--- src/rtl/div_pkg.sv ---
package div_pkg;

    typedef enum logic [1:0] {
        ST_IDLE = 2'd0,
        ST_RUN  = 2'd1,
        ST_FIN  = 2'd2
    } div_state_e;

endpackage

--- src/rtl/div_operand_prep.sv ---
module div_operand_prep #(
    parameter int W = 32
) (
    input  logic         is_signed,
    input  logic [W-1:0] num,
    input  logic [W-1:0] den,
    output logic [W-1:0] num_mag,
    output logic [W-1:0] den_mag,
    output logic         neg_quo,
    output logic         neg_rem
);
    logic num_neg;
    logic den_neg;

    always_comb begin
        num_neg = is_signed & num[W-1];
        den_neg = is_signed & den[W-1];
        num_mag = num_neg ? (~num + 1'b1) : num;
        den_mag = den_neg ? (~den + 1'b1) : den;
        neg_quo = num_neg ^ den_neg;
        neg_rem = num_neg;
    end
endmodule

--- src/rtl/div_iter_step.sv ---
module div_iter_step #(
    parameter int W = 32
) (
    input  logic [W:0]   part_rem,
    input  logic [W-1:0] den,
    output logic [W-1:0] kept_rem,
    output logic         quo_bit
);
    logic [W+1:0] trial;

    always_comb begin
        trial    = {1'b0, part_rem} - {2'b00, den};
        quo_bit  = ~trial[W+1];
        kept_rem = trial[W+1] ? part_rem[W-1:0] : trial[W-1:0];
    end
endmodule

--- src/rtl/div_result_fix.sv ---
module div_result_fix #(
    parameter int W = 32
) (
    input  logic [W-1:0] quo_raw,
    input  logic [W-1:0] rem_raw,
    input  logic         neg_quo,
    input  logic         neg_rem,
    output logic [W-1:0] quo,
    output logic [W-1:0] rem
);
    always_comb begin
        quo = neg_quo ? (~quo_raw + 1'b1) : quo_raw;
        rem = neg_rem ? (~rem_raw + 1'b1) : rem_raw;
    end
endmodule

--- src/rtl/seq_divider.sv ---
module seq_divider
    import div_pkg::*;
#(
    parameter int WIDTH = 32
) (
    input  logic             clk,
    input  logic             rst_n,
    input  logic             start_i,
    input  logic             is_signed_i,
    input  logic [WIDTH-1:0] dividend_i,
    input  logic [WIDTH-1:0] divisor_i,
    output logic             busy_o,
    output logic             done_o,
    output logic [WIDTH-1:0] quotient_o,
    output logic [WIDTH-1:0] remainder_o,
    output logic             div_zero_o
);
    localparam int ACC_W = 2 * WIDTH + 1;
    localparam int CNT_W = $clog2(WIDTH) + 1;
    localparam logic [CNT_W-1:0] LAST_ITER = CNT_W'(WIDTH - 1);

    typedef struct packed {
        div_state_e       state;
        logic [CNT_W-1:0] iter;
        logic [ACC_W-1:0] acc;
        logic [WIDTH-1:0] den;
        logic             neg_quo;
        logic             neg_rem;
        logic             busy;
        logic             done;
        logic [WIDTH-1:0] quo;
        logic [WIDTH-1:0] rem;
        logic             dbz;
    } div_regs_t;

    div_regs_t cur_q, nxt_d;

    logic [WIDTH-1:0] num_mag, den_mag;
    logic             neg_quo_in, neg_rem_in;
    logic [WIDTH-1:0] kept_rem;
    logic             quo_bit;
    logic [WIDTH-1:0] fix_quo, fix_rem;

    div_operand_prep #(.W(WIDTH)) prep_i (
        .is_signed (is_signed_i),
        .num       (dividend_i),
        .den       (divisor_i),
        .num_mag   (num_mag),
        .den_mag   (den_mag),
        .neg_quo   (neg_quo_in),
        .neg_rem   (neg_rem_in)
    );

    div_iter_step #(.W(WIDTH)) step_i (
        .part_rem (cur_q.acc[ACC_W-1:WIDTH]),
        .den      (cur_q.den),
        .kept_rem (kept_rem),
        .quo_bit  (quo_bit)
    );

    div_result_fix #(.W(WIDTH)) fix_i (
        .quo_raw (cur_q.acc[WIDTH-1:0]),
        .rem_raw (cur_q.acc[ACC_W-1:WIDTH+1]),
        .neg_quo (cur_q.neg_quo),
        .neg_rem (cur_q.neg_rem),
        .quo     (fix_quo),
        .rem     (fix_rem)
    );

    always_comb begin
        nxt_d      = cur_q;
        nxt_d.done = 1'b0;
        unique case (cur_q.state)
            ST_IDLE: begin
                if (start_i) begin
                    if (divisor_i == '0) begin
                        nxt_d.quo  = '1;
                        nxt_d.rem  = dividend_i;
                        nxt_d.dbz  = 1'b1;
                        nxt_d.done = 1'b1;
                    end else begin
                        nxt_d.acc     = {{WIDTH{1'b0}}, num_mag, 1'b0};
                        nxt_d.den     = den_mag;
                        nxt_d.neg_quo = neg_quo_in;
                        nxt_d.neg_rem = neg_rem_in;
                        nxt_d.iter    = '0;
                        nxt_d.busy    = 1'b1;
                        nxt_d.state   = ST_RUN;
                    end
                end
            end
            ST_RUN: begin
                nxt_d.acc  = {kept_rem, cur_q.acc[WIDTH-1:0], quo_bit};
                nxt_d.iter = cur_q.iter + 1'b1;
                if (cur_q.iter == LAST_ITER) begin
                    nxt_d.state = ST_FIN;
                end
            end
            ST_FIN: begin
                nxt_d.quo   = fix_quo;
                nxt_d.rem   = fix_rem;
                nxt_d.dbz   = 1'b0;
                nxt_d.done  = 1'b1;
                nxt_d.busy  = 1'b0;
                nxt_d.state = ST_IDLE;
            end
            default: begin
                nxt_d.state = ST_IDLE;
                nxt_d.busy  = 1'b0;
            end
        endcase
    end

    always_ff @(posedge clk or negedge rst_n) begin
        if (!rst_n) begin
            cur_q <= '0;
        end else begin
            cur_q <= nxt_d;
        end
    end

    assign busy_o      = cur_q.busy;
    assign done_o      = cur_q.done;
    assign quotient_o  = cur_q.quo;
    assign remainder_o = cur_q.rem;
    assign div_zero_o  = cur_q.dbz;

endmodule

--- config.mk ---
export PLATFORM = sky130hd
export DESIGN_NAME = seq_divider
export DESIGN_NICKNAME = d
export VERILOG_FILES = /design/src/rtl/div_pkg.sv /design/src/rtl/div_operand_prep.sv /design/src/rtl/div_iter_step.sv /design/src/rtl/div_result_fix.sv /design/src/rtl/seq_divider.sv
export SDC_FILE = /design/constraint.sdc
export NUM_CORES = 1
export LEC_CHECK = 0
export ABC_AREA = 1
export BUFFER_PORTS_ARGS = -buffer_cell sky130_fd_sc_hd__buf_2
export CAP_MARGIN = 20
export CORE_MARGIN = 2
export CORE_UTILIZATION = 24
export DETAILED_ROUTE_END_ITERATION = 7
export HOLD_SLACK_MARGIN = 0.05
export PLACE_DENSITY_LB_ADDON = 0.12
export SETUP_SLACK_MARGIN = 0.4
export SKIP_CTS_REPAIR_TIMING = 1
export SLEW_MARGIN = 20
export SYNTH_ARGS = -nofsm -noshare
export SYNTH_HDL_FRONTEND = slang
export SYNTH_HIERARCHICAL = 1
export SYNTH_SLANG_ARGS = --single-unit
--- constraint.sdc ---
create_clock -name clk -period 5.24 [get_ports clk]
set_input_delay 1.048 -clock clk [delete_from_list [all_inputs] [get_ports clk]]
set_output_delay 1.048 -clock clk [all_outputs]
set_load 0.01 [all_outputs]
* Yosys cells after proc, flatten, opt, wreduce, memory -nomap -nowiden
Index checks and enable logic that the tools add are counted.
** Operators by class
- Add/sub/neg operators :: 6
- Reductions and logical operators :: 9
- Multiplexer cells :: 13
- Equal/unequal tests :: 7
- Bitwise gates (word level) :: 10
** Operators with widths (number)
- 2-to-1 mux 174 bit :: 1
- 2-to-1 mux 32 bit :: 5
- case mux 71 bit (2 select lines) :: 1
- case mux 66 bit (2 select lines) :: 1
- adder 32 x 1 -> 32 bit (second input constant) :: 4
- NOT 32 bit :: 4
- 2-to-1 mux 108 bit :: 1
- 2-to-1 mux 66 bit :: 1
- subtractor 33 x 32 -> 34 bit :: 1
- zero test 32 bit :: 1
- AND reduction 3 bit :: 5
- != test 2 bit (second input constant) :: 4
- adder 6 x 1 -> 6 bit (second input constant) :: 1
- equality test 6 x 5 -> 1 bit (second input constant) :: 1
- case mux 2 bit (2 select lines) :: 1
- nonzero test 2 bit :: 2
- NOT 1 bit :: 3
- bitwise AND 1 bit :: 2
- equality test 2 x 1 -> 1 bit (second input constant) :: 1
- equality test 2 bit (second input constant) :: 1
- zero test 2 bit :: 1
- 2-to-1 mux 2 bit :: 1
- case mux 1 bit (2 select lines) :: 1
- bitwise XOR 1 bit :: 1
** Storage, ports and cells
- Bits in registers :: 174
- Word-level logic and storage cells :: 56

* Logic depth before layout (Yosys ltp)
Gate-level depths: netlist of the first run.
- Word-level depth :: 6
- Gate-level depth with buffers :: 17
- Gate-level depth less buffers :: 17

* Modules after synthesis
The synthesis of the first run kept the hierarchy.
** Modules (own cells, without submodules)
- seq_divider :: area each 8538.2 µm², instances 1, sequential area each 4354.2 µm², cells an instance 1100
- div_iter_step :: area each 3125.5 µm², instances 1, sequential area each 0.0 µm², cells an instance 639
- div_result_fix :: area each 2099.5 µm², instances 1, sequential area each 0.0 µm², cells an instance 465
- div_operand_prep :: area each 2067.0 µm², instances 1, sequential area each 0.0 µm², cells an instance 457

* Least setup slack after synthesis of the first run
Ideal clock, no wire load.
- Kind :: input-to-reg
- Start point :: in dividend_i[0]
- End point :: reg cur_q[120] in the netlist's numbering
- Arrival time :: 2.091 ns
- Setup time :: 0.116 ns
- Path buffers :: 0
- Data required time :: 5.124 ns
- Path slack :: 3.033 ns
- Stages :: 15
- Cell sequence :: inv_1 ha_1 nand2_1 nor2_2 nand2_1 nand2_2 nand2_1 nand2_1 nand2_1 inv_1 nor2_1 nand3_1 nand2_1 nand2_1 nand2_1
** Between the ends
- Cells in the longest elaborated chain, start to end :: 6
** Ends and longest elaborated chain
- start, declared :: RTL line seq_divider.sv:10 : input logic [WIDTH-1:0] dividend_i,
- NOT 32 bit :: RTL line div_operand_prep.sv:18 : num_mag = num_neg ? (~num + 1'b1) : num;
- adder 32 x 1 -> 32 bit :: RTL line div_operand_prep.sv:18
- 2-to-1 mux 32 bit :: RTL line div_operand_prep.sv:18
- named net num_mag[18] :: RTL line seq_divider.sv:38 : logic [WIDTH-1:0] num_mag, den_mag;
- 2-to-1 mux 108 bit :: RTL line seq_divider.sv:76 : if (divisor_i == '0) begin
- 2-to-1 mux 174 bit :: RTL line seq_divider.sv:75 : if (start_i) begin
- case mux 71 bit (2 select lines) :: RTL line seq_divider.sv:73 : unique case (cur_q.state)
- end signal, assigned :: RTL line seq_divider.sv:118 : cur_q <= nxt_d;
- end, declared :: RTL line seq_divider.sv:36 : div_regs_t cur_q, nxt_d;
The timed path passes the listed nets, and every way through them passes these cells. The select of a mux whose other input is x is not followed.
A chain may end at the register's enable or synchronous reset.

* Final worst setup path of the first run
- Start point :: reg cur_q[152] in the netlist's numbering
- End point :: reg cur_q[157] in the netlist's numbering
** Between the ends
- Cells in the longest elaborated chain, start to end :: 3
** Ends and longest elaborated chain
- subtractor 33 x 32 -> 34 bit :: RTL line div_iter_step.sv:12 : trial = {1'b0, part_rem} - {2'b00, den};
- 2-to-1 mux 32 bit :: RTL line div_iter_step.sv:14 : kept_rem = trial[W+1] ? part_rem[W-1:0] : trial[W-1:0];
- named net kept_rem[23] :: RTL line seq_divider.sv:40 : logic [WIDTH-1:0] kept_rem;
- case mux 71 bit (2 select lines) :: RTL line seq_divider.sv:73
The timed path passes the listed nets, and every way through them passes these cells.

==> results of run 1 <==
==> worst max-delay path by stage <==
stage | end | cells past startpoint
after CTS | cur_q[152] | 13
after global routing | cur_q[152] | 13
after detailed placement | quotient_o[24] | 10
after floorplan | cur_q[120] | 15
after global placement | quotient_o[24] | 12
final | cur_q[157] | 13
==> through the flow <==
step	hold slack, ns	total power (µW)	cells	utilization
2_1_floorplan	0.442	7380	2661	-
3_3_place_gp	0.453	8920	3525	0.254
3_5_place_dp	0.458	8940	3525	0.254
4_1_cts	0.477	10300	3557	0.263
5_1_grt	0.498	11300	3557	0.263
6_report	0.472	10100	3557	0.263
==> power by group through the flow <==
stage / clock network, µW / logic [µW] / registers, µW
final: 1290 / 6320 / 2530
after floorplan: 0 / 5110 / 2270
after CTS: 1350 / 6400 / 2530
after global placement: 0 / 6370 / 2550
after detailed placement: 0 / 6380 / 2560
after global routing: 1390 / 7280 / 2620
==> kinds of logic after synthesis <==
| family | count (synthesis) | share of synthesized area |
|---|---|---|
| adder cells (fa/ha/maj) | 38 | 0.0305 |
| AO/OA/AOI/OAI | 108 | 0.0402 |
| XOR/XNOR | 71 | 0.0393 |
| AND/OR/NAND/NOR | 1788 | 0.471 |
| buffers and inverters | 482 | 0.144 |
| flip-flops | 174 | 0.275 |
==> area by class of cell <==
cell class	instances	area, µm²
Clock inverter	15	148
Clock buffer	17	425
Timing Repair Buffer	146	769
Fill cell	7517	48300
Multi-Input combinational cell	2005	9200
Tap cell	864	1080
Sequential cell	174	4350
Inverter	336	1260
==> sequential cells by signal (all words and copies together) (netlist names) <==
signal,cells
div_zero_o,1
busy_o,1
cur_q,107
done_o,1
remainder_o,32
quotient_o,32
==> layout by cell type, fill, tap and decap left out, drive strengths merged <==
cell type / Yosys / routed
inv: 335 / 341
and2: 10 / 10
and3: 1 / 1
nand3: 220 / 220
ha: 37 / 37
nand4: 47 / 47
nor2: 361 / 361
or2: 3 / 3
clkinv: 1 / 7
clkbuf: 22 / 18
a21boi: 1 / 1
clkinvlp: 0 / 3
nor3: 5 / 5
nand3b: 6 / 6
o211ai: 5 / 5
nand2: 1135 / 1135
dfrtp: 174 / 174
a21oi: 51 / 51
fa: 1 / 1
buf: 124 / 145
xnor2: 25 / 25
o21bai: 4 / 4
a211oi: 1 / 1
xor2: 46 / 46
o21ai: 46 / 46
==> metal layers <==
layer  GRT usage  vias up  wire [µm]
li1            -     8091          -
met4      0.0413        0        967
met2       0.315      282      28900
met1       0.214     7375      26000
met3      0.0233       49       1620
met5           0        -          0
==> critical path: cells and delay by family (launching register included) <==
kind	cells	cell delay, ns
fa+ha+maj	1	0.41
compound gates	1	0.20
buf+inv	1	0.05
flops	1	0.64
simple gates	10	1.85
==> impl_results.md, run 1 <==
* Outcome: completed
* First-pass GRT wire length at 90.7 mm
* Layout cells sized above 1 at 0.101
* Hold Crit Start: div_zero_o
* Worst Hold Class: flop to flop
* Post-synth top flop: dfrtp_1
* Initial Util at 0.242
* Site row count at 94
* Crit-path most repeated cell: nand2_1
* Worst setup margin at 1.97 ns
* Synthesized Nets at 2,767
* Worst Path Class, Setup: flop to flop
* GRT Total Usage at 0.173
* Worst Hold Depth at 2
* Final Hold Vio Count at 0
* Synth top cells by count: 1,118 x nand2_1, 328 x inv_1, 325 x nor2_1
* Period utilization at 0.625
* Slew HR at 0.283
* CTS H-tree lvls at 4
* Setup crit start: cur_q[152]
* Core area at 65,500 µm²
* CTS Buf Count at 17
* YS warnings at 6
* Peak supply drop at 0.000266 V
* Die Span Y at 261 µm
* Final Cell Area at 17,200 µm²
* Async set-reset flop share out of synthesis at 1.00
* RSZ-0062 raised after global routing: false
* Post-synth EDFFs at 0
* Final HPWL DP at 45.7 mm
* I/O Buffers at 134
* Critical Path AT at 3.64 ns
* Worst-path clk slew at 0.08 ns
* R2R setup slack at 1.97 ns
* Clk_skew at 0.0186 ns
* WL per Instance at 16.2 µm
* I/O pin total at 135
* Antenna diodes at 0
* CTS Root Buffer Type: clkbuf_16
* DR iter-0 viols at 867
* Vias in the first global route at 15,800
* Synth Instances at 2,661
* Area leader, netlist: dfrtp_1
* Clock group share of total power at 0.127
* Die area at 68,000 µm²
* Cell Pwr Density at 588 nW/µm²
* Sw Share at 0.551
* Leakage dissipation at 0.00969 µW
* Later-pin clock latency in the skew report at 0.49 ns
* Register-to-Register Path Depth at 13
* Slowest stage cell on the critical path: nor2_4
* P&R area growth vs syn at 8.92%
* Setup crit end kind: flop
* Critical path data required time at 5.61 ns
* First-pass DRT Iterations at 7
* DRT antenna net count at 0
* Final setup viols at 0
* Switching Power at 5580 µW
* Internal Power at 4550 µW
* CTS Buffer Depth at 2
* Vias at 15,800
* Final WL at 57.5 mm
* Syn_area_per_cell at 5.95 µm²
* Post-route setup TNS at 0 ns
* CTS Sinks at 174
* Max Clock Freq at 0.305 GHz
* Die X at 261 µm
* Setup crit start kind: flop
* Worst Hold End: div_zero_o
* Seq cells post-synth at 174
* Crit-path cells: ha_1 -> nand2_2 -> inv_1 -> nand2_1 -> nand3_1 -> a21oi_2 -> nor2_1 -> nor2_4 -> nand2_8 -> nand3_2 -> nand2_1 -> nand2_1 -> nand2_1
* Worst-margin pin slew at 1.08 ns
* Critical path's largest stage delay at 0.69 ns
* Pre-CTS WS at 1.66 ns
* Sequential power share at 0.249
* Period minus WS final at 3.27 ns
* Number of nets in the layout at 2,786
* Area after DPL at 16,700 µm²
* Top cell type's share of synthesized area at 0.275
* Largest net degree at the start of global routing at 112
* Post-synthesis sequential area ratio at 0.275
* Combinational power share at 0.624
* Drt drc at 0
* Max_cap viols at 0
* Most frequent cell after synthesis: nand2_1
* CTS tree: done
* Synth Cell Area at 15,800 µm²
* GRT overflow at 0
* Placer Congestion at 0.880
* FF-to-FF End: cur_q[157]
* Vias per inst at 4.44
* CP Max Fanout at 34
* Max Slew Vio Count at 0
* Area contributors post-synth: dfrtp_1 28%, nand2_1 27%, inv_1 7.8%
* Worst reg2reg path startpoint: cur_q[152]
* Unique masters post-synth at 40
* Initial antenna violation count at 0
Note: power is estimated with default switching activity, not from simulation.
==> run 2: changes to the inputs <==
==> constraint.sdc (replaced) <==
create_clock -name clk -period 3.4 [get_ports clk]
set_input_delay 0.68 -clock clk [delete_from_list [all_inputs] [get_ports clk]]
set_output_delay 0.68 -clock clk [all_outputs]
set_load 0.01 [all_outputs]
==> impl_results.md, run 2 (synthesis gave the netlist of run 1 again) <==
* First-pass DRT Iterations at 5 (was 7)
* Die area at 68,000 µm² (unchanged)
* Peak supply drop at 0.000371 V (was 0.000266 V)
* Worst Hold Class: input pin to async pin (was flop to flop)
* I/O Buffers at 134 (unchanged)
* Leakage dissipation at 0.00980 µW (was 0.00969 µW)
* Multi-input gate area at 9200 µm² (unchanged)
* Final Hold Vio Count at 0 (unchanged)
* Worst-path clk slew at 0.07 ns (was 0.08 ns)
* Overall power at 15,700 µW (was 10,100 µW)
* Number of nets in the layout at 2,809 (was 2,786)
* Crit-path most repeated cell: nand2_1 (unchanged)
* CTS Buf Count at 17 (unchanged)
* Setup crit start kind: flop (unchanged)
* I/O pin total at 135 (unchanged)
* WL per Instance at 16.0 µm (was 16.2 µm)
* Die X at 261 µm (unchanged)
* Worst Path Class, Setup: flop to flop (unchanged)
* CTS Root Buffer Type: clkbuf_16 (unchanged)
* DRT antenna net count at 0 (unchanged)
* Max Slew Vio Count at 0 (unchanged)
* Initial antenna violation count at 1 (was 0)
* First-pass GRT wire length at 90.4 mm (was 90.7 mm)
* Final WL at 57.3 mm (was 57.5 mm)
* Slowest stage cell on the critical path: dfrtp_1 (was nor2_4)
* Critical path's largest stage delay at 0.54 ns (was 0.69 ns)
* Core area at 65,500 µm² (unchanged)
* Most frequent cells in the layout: 1,117 x nand2_1, 327 x inv_1, 324 x nor2_1 (unchanged)
* Most flops, register: cur_q (unchanged)
* Later-pin clock latency in the skew report at 0.50 ns (was 0.49 ns)
* Outcome: completed (unchanged)
* GRT overflow at 0 (unchanged)
* Worst path buffer plus inverter count at 1 (unchanged)
* Area after DPL at 16,900 µm² (was 16,700 µm²)
* CTS Sinks at 174 (unchanged)
* GRT Total Usage at 0.174 (was 0.173)
* Final HPWL DP at 46.8 mm (was 45.7 mm)
* Initial Util at 0.242 (unchanged)
* Largest net degree at the start of global routing at 58 (was 112)
* Layout cells sized above 1 at 0.108 (was 0.101)
* Most common cell after layout, fill and taps aside: nand2_1 (unchanged)
* Clk_skew at 0.0172 ns (was 0.0186 ns)
* Antenna diodes at 0 (unchanged)
* FF/Latch Area at 4350 µm² (unchanged)
* Period utilization at 0.777 (was 0.625)
* RSZ-0062 raised after global routing: false (unchanged)
* Site row count at 94 (unchanged)
* Final Cell Area at 17,400 µm² (was 17,200 µm²)
* Post-route setup TNS at 0 ns (unchanged)
* Vias at 15,900 (was 15,800)
* Slew HR at 0.354 (was 0.283)
* CP Max Fanout at 7 (was 34)
* Setup crit end kind: flop (unchanged)
* Worst-margin pin slew at 0.967 ns (was 1.08 ns)
* Period minus WS final at 2.64 ns (was 3.27 ns)
* Cell Pwr Density at 904 nW/µm² (was 588 nW/µm²)
* Die Span Y at 261 µm (unchanged)
* P&R area growth vs syn at 10.1% (was 8.92%)
* Max_cap viols at 0 (unchanged)
* Max Clock Freq at 0.378 GHz (was 0.305 GHz)
* Number of flip-flops in the largest register at 107 (unchanged)
* Crit-path cells: ha_1 -> nand2_1 -> nor2_1 -> inv_1 -> nor3_1 -> and2_1 -> nand2_1 -> nand2_1 -> nand2_1 -> nand3_1 -> nand2_1 -> nand2_1 -> nand2_1 (was ha_1 -> nand2_2 -> inv_1 -> nand2_1 -> nand3_1 -> a21oi_2 -> nor2_1 -> nor2_4 -> nand2_8 -> nand3_2 -> nand2_1 -> nand2_1 -> nand2_1)
* Critical Path AT at 3.01 ns (was 3.64 ns)
* Placer Congestion at 0.864 (was 0.880)
* DR iter-0 viols at 1,089 (was 867)
* Vias in the first global route at 15,700 (was 15,800)
* CTS H-tree lvls at 4 (unchanged)
* CTS Buffer Depth at 2 (unchanged)
* FILL cells at 7,498 (was 7,517)
* Cell family with most CP delay: simple AND/OR/NAND/NOR gates (unchanged)
* Final setup viols at 0 (unchanged)
* Vias per inst at 4.43 (was 4.44)
* Critical path data required time at 3.77 ns (was 5.61 ns)
* CTS tree: done (unchanged)
* Drt drc at 0 (unchanged)
==> run 2: cell types whose count changed in the layout (fill, tap and decap cells not counted), sizes merged <==
cell and change:
clkinv -3, clkbuf +5, buf +23, inv -2
==> run 2: final cells by class <==
type	count	area share
clock inverter	10	0.00460
sequential	174	0.250
timing repair buffer	169	0.0555
tap	864	0.0621
inverter	336	0.0724
multi-input combinational	2005	0.528
clock buffer	22	0.0272
==> run 2: report_power, final <==
group	leakage [µW]	switching, µW	total, µW	internal [µW]
combinational	0.00733	6770	10000	3250
sequential	0.00220	862	3780	2920
clock	0.000264	938	1940	1000
==> run 2: through the flow <==
stage               cells  setup slack, ns  hold slack [ns]  utilization
floorplan            2661             1.42            0.384            -
global placement     3548            0.778            0.450        0.257
detailed placement   3548            0.796            0.453        0.257
CTS                  3580            0.830            0.152        0.266
global route         3580            0.620            0.158        0.266
finish               3580            0.758            0.148        0.266
==> run 2: metal layers <==
metal,track usage,vias up,wire [µm],share of wire
li1,-,8169,-,-
met1,0.214,7358,25400,0.44
met2,0.311,267,28700,0.50
met3,0.0223,64,1790,0.031
met4,0.0567,2,1450,0.025
met5,0,-,13,0.00023
==> run 2: final timing paths <==
| check | depth (start not counted) | slack (ns) | start | to |
|---|---|---|---|---|
| max in group asynchronous | 2 | 2.29 | rst_n | remainder_o[25] |
| worst max register to register | 13 | 0.76 | cur_q[154] | cur_q[162] |
| worst min register to register | 2 | 0.47 | div_zero_o | div_zero_o |
| worst max-delay path | 13 | 0.76 | cur_q[154] | cur_q[162] |
| worst min-delay path | 1 | 0.15 | rst_n | quotient_o[0] |
| min in group clk | 3 | 0.46 | divisor_i[0] | cur_q[69] |
==> run 3: changes to the inputs <==
--- a/config.mk
+++ b/config.mk
@@ -5,7 +5,7 @@
 export SDC_FILE = /design/constraint.sdc
 export NUM_CORES = 1
 export LEC_CHECK = 0
-export ABC_AREA = 1
+export ABC_AREA = 0
 export BUFFER_PORTS_ARGS = -buffer_cell sky130_fd_sc_hd__buf_2
 export CAP_MARGIN = 20
 export CORE_MARGIN = 2
==> constraint.sdc (replaced) <==
create_clock -name clk -period 2.8 [get_ports clk]
set_input_delay 0.56 -clock clk [delete_from_list [all_inputs] [get_ports clk]]
set_output_delay 0.56 -clock clk [all_outputs]
set_load 0.01 [all_outputs]
==> impl_results.md, run 3 <==
* Crit-path cells: inv_2 -> ha_4 -> inv_2 -> fa_2 -> a21o_1 -> a31oi_4 -> nor2_1 -> o21a_1 -> o31ai_2 -> xnor2_1 -> mux2_2 -> nand2_1 -> o31ai_1 (was ha_1 -> nand2_1 -> nor2_1 -> inv_1 -> nor3_1 -> and2_1 -> nand2_1 -> nand2_1 -> nand2_1 -> nand3_1 -> nand2_1 -> nand2_1 -> nand2_1)
* Async set-reset flop share out of synthesis at 1.00 (unchanged)
* Most common cell after layout, fill and taps aside: nor2_1 (was nand2_1)
* Vias per inst at 4.81 (was 4.43)
* FILL cells at 6,008 (was 7,498)
* CTS Buffer Depth at 2 (unchanged)
* Final WL at 46.8 mm (was 57.3 mm)
* CTS Buf Count at 17 (unchanged)
* GRT Total Usage at 0.156 (was 0.174)
* Placer Congestion at 0.850 (was 0.864)
* Site row count at 87 (was 94)
* Crit-path most repeated cell: inv_2 (was nand2_1)
* Max Clock Freq at 0.366 GHz (was 0.378 GHz)
* Post-synth top flop: dfrtp_1 (unchanged)
* Sw Share at 0.441 (was 0.545)
* First-pass GRT wire length at 71.5 mm (was 90.4 mm)
* Slowest stage cell on the critical path: dfrtp_1 (unchanged)
* FF-to-FF End: cur_q[146] (was cur_q[162])
* Die area at 58,700 µm² (was 68,000 µm²)
* Initial Util at 0.242 (about the same)
* Final Hold Vio Count at 0 (unchanged)
* Slew HR at 0.429 (was 0.354)
* Most frequent cells in the layout: 165 x nor2_1, 162 x dfrtp_1, 133 x buf_2 (was 1,117 x nand2_1, 327 x inv_1, 324 x nor2_1)
* CTS Sinks at 174 (unchanged)
* First-pass DRT Iterations at 5 (unchanged)
* Switching Power at 8920 µW (was 8570 µW)
* Worst Hold Class: input pin to flop (was input pin to async pin)
* Vias at 12,000 (was 15,900)
* Max Slew Vio Count at 0 (unchanged)
* Final setup viols at 0 (unchanged)
* Vias in the first global route at 11,900 (was 15,700)
* Max_cap viols at 0 (unchanged)
* Final HPWL DP at 35.6 mm (was 46.8 mm)
* Area contributors post-synth: dfrtp_1 32%, xnor2_1 6.6%, nor2_1 4.7% (was dfrtp_1 28%, nand2_1 27%, inv_1 7.8%)
* Cell Pwr Density at 1170 nW/µm² (was 904 nW/µm²)
* Register-to-Register Path Depth at 13 (unchanged)
* Peak supply drop at 0.000643 V (was 0.000371 V)
* GRT overflow at 0 (unchanged)
* CTS Root Buffer Type: clkbuf_16 (unchanged)
* Layout cells sized above 1 at 0.305 (was 0.108)
* Dpl cells at 2,419 (was 3,548)
* Top cell type's share of synthesized area at 0.320 (was 0.275)
* WHS at 0.369 ns (was 0.148 ns)
* Most frequent cell after synthesis: dfrtp_1 (was nand2_1)
* Setup crit start kind: flop (unchanged)
* Most flops, register: cur_q (unchanged)
* Fin cells at 2,490 (was 3,580)
* Largest net degree at the start of global routing at 48 (was 58)
* Clock group share of total power at 0.133 (was 0.123)
* Worst-path clk slew at 0.07 ns (about the same)
* Drt drc at 0 (unchanged)
* R2R setup slack at 0.07 ns (was 0.76 ns)
* Synth Instances at 1,579 (was 2,661)
* CTS tree: done (unchanged)
* Critical Path AT at 3.09 ns (was 3.01 ns)
* Hold Crit Start: dividend_i[31]
* Unique masters post-synth at 80 (was 40)
* Core area at 56,300 µm² (was 65,500 µm²)
* Worst Path Class, Setup: flop to flop (unchanged)
* I/O Buffers at 134 (unchanged)
* Die X at 242 µm (was 261 µm)
* CTS H-tree lvls at 4 (unchanged)
* Critical path's largest stage delay at 0.40 ns (was 0.54 ns)
* RSZ-0062 raised after global routing: true (was false)
* Leakage dissipation at 0.00696 µW (was 0.00980 µW)
* Overall power at 20,200 µW (was 15,700 µW)
* DR iter-0 viols at 564 (was 1,089)
* Synth top cells by count: 174 x dfrtp_1, 169 x nor2_1, 127 x nand2_1 (was 1,118 x nand2_1, 328 x inv_1, 325 x nor2_1)
* Internal Power at 11,300 µW (was 7170 µW)
* Number of nets in the layout at 1,826 (was 2,809)
* Seq cells post-synth at 174 (unchanged)
* WL per Instance at 18.8 µm (was 16.0 µm)
* I/O pin total at 135 (unchanged)
* Die Span Y at 242 µm (was 261 µm)
* Sequential power share at 0.243 (was 0.240)
* Setup crit end kind: flop (unchanged)
* Synth Cell Area at 13,600 µm² (was 15,800 µm²)
* Period utilization at 0.975 (was 0.777)
* Critical path data required time at 3.16 ns (was 3.77 ns)
* Syn_area_per_cell at 8.63 µm² (was 5.95 µm²)
* Area leader, netlist: dfrtp_1 (unchanged)
* Worst-margin pin slew at 0.856 ns (was 0.967 ns)
* Initial antenna violation count at 0 (was 1)
* Number of flip-flops in the largest register at 107 (unchanged)
* Outcome: completed (unchanged)
* DRT antenna net count at 0 (unchanged)
* Worst Hold End: remainder_o[31]
* P&R area growth vs syn at 26.2% (was 10.1%)
* Synthesized Nets at 1,685 (was 2,767)
* Period minus WS final at 2.73 ns (was 2.64 ns)
* Post-route setup TNS at 0 ns (unchanged)
* Post-synthesis sequential area ratio at 0.320 (was 0.275)
* Later-pin clock latency in the skew report at 0.49 ns (was 0.50 ns)
* Combinational power share at 0.624 (was 0.637)
* Post-synth EDFFs at 0 (unchanged)
* Worst Hold Depth at 2
* CP Max Fanout at 3 (was 7)
* Clk_skew at 0.0131 ns (was 0.0172 ns)
* Worst reg2reg path startpoint: cur_q[133] (was cur_q[154])
* YS warnings at 6 (unchanged)
-- run 3: per-layer routing --
metal	vias to the layer above	wire (µm)	GRT usage
met5	-	0	0
met4	0	1210	0.0537
met3	55	1470	0.0282
met2	197	22200	0.252
met1	5812	21900	0.209
li1	5919	-	-
-- run 3: how the worst max path moves through the flow --
stage | start | endpoint | depth (start not counted)
after floorplan | cur_q[134] | cur_q[135] | 10
after global placement | cur_q[150] | remainder_o[26] | 6
after detailed placement | cur_q[150] | remainder_o[26] | 6
after CTS | cur_q[150] | remainder_o[26] | 6
after global routing | cur_q[133] | cur_q[162] | 14
final | cur_q[133] | cur_q[146] | 13
-- run 3: cell families after synthesis --
kind of cell               share of synthesized area
AOI/OAI and AO/OA                              0.231
xor gates and xnor gates                      0.0900
adders and majority gates                     0.0355
buffers and inverters                          0.100
DFF                                            0.320
muxes                                         0.0408
and+or+nand+nor                                0.183
-- run 3: metrics by stage --
stage / cell area (µm²) / worst slack, ns / utilization
after CTS: 15900 / 0.0366 / 0.282
after global placement: 15300 / 0.0423 / 0.271
after floorplan: 13600 / 0.348 / -
final: 17200 / 0.0711 / 0.306
after global routing: 17200 / -0.0339 / 0.305
after detailed placement: 15300 / 0.0522 / 0.271
-- run 3: power groups by stage --
stage          sequential [µW]  clock (µW)  combinational [µW]
2_1_floorplan             4510           0                7440
3_3_place_gp              4870           0               10300
3_5_place_dp              4880           0               10300
4_1_cts                   4850        2790               10300
5_1_grt                   5090        2880               13900
6_report                  4910        2690               12600
-- run 3: area by class of cell --
| type | count | area, µm² | share of cell area |
|---|---|---|---|
| Tap cell | 756 | 946 | 0.0550 |
| Sequential cell | 174 | 4370 | 0.254 |
| Inverter | 92 | 345 | 0.0201 |
| Multi-Input combinational cell | 1151 | 8860 | 0.515 |
| Timing Repair Buffer | 284 | 2040 | 0.119 |
| Clock buffer | 19 | 443 | 0.0258 |
| Antenna cell | 2 | 5.00 | 0.000291 |
| Clock inverter | 12 | 184 | 0.0107 |
-- run 3: critical path: cells and delay by family (launching register included) --
kind	cells	cell delay [ns]
xor+xnor	1	0.12
buf+inv	2	0.11
mux	1	0.27
fa+ha+maj	2	0.52
flops	1	0.40
simple gates	2	0.18
compound gates	5	1.00
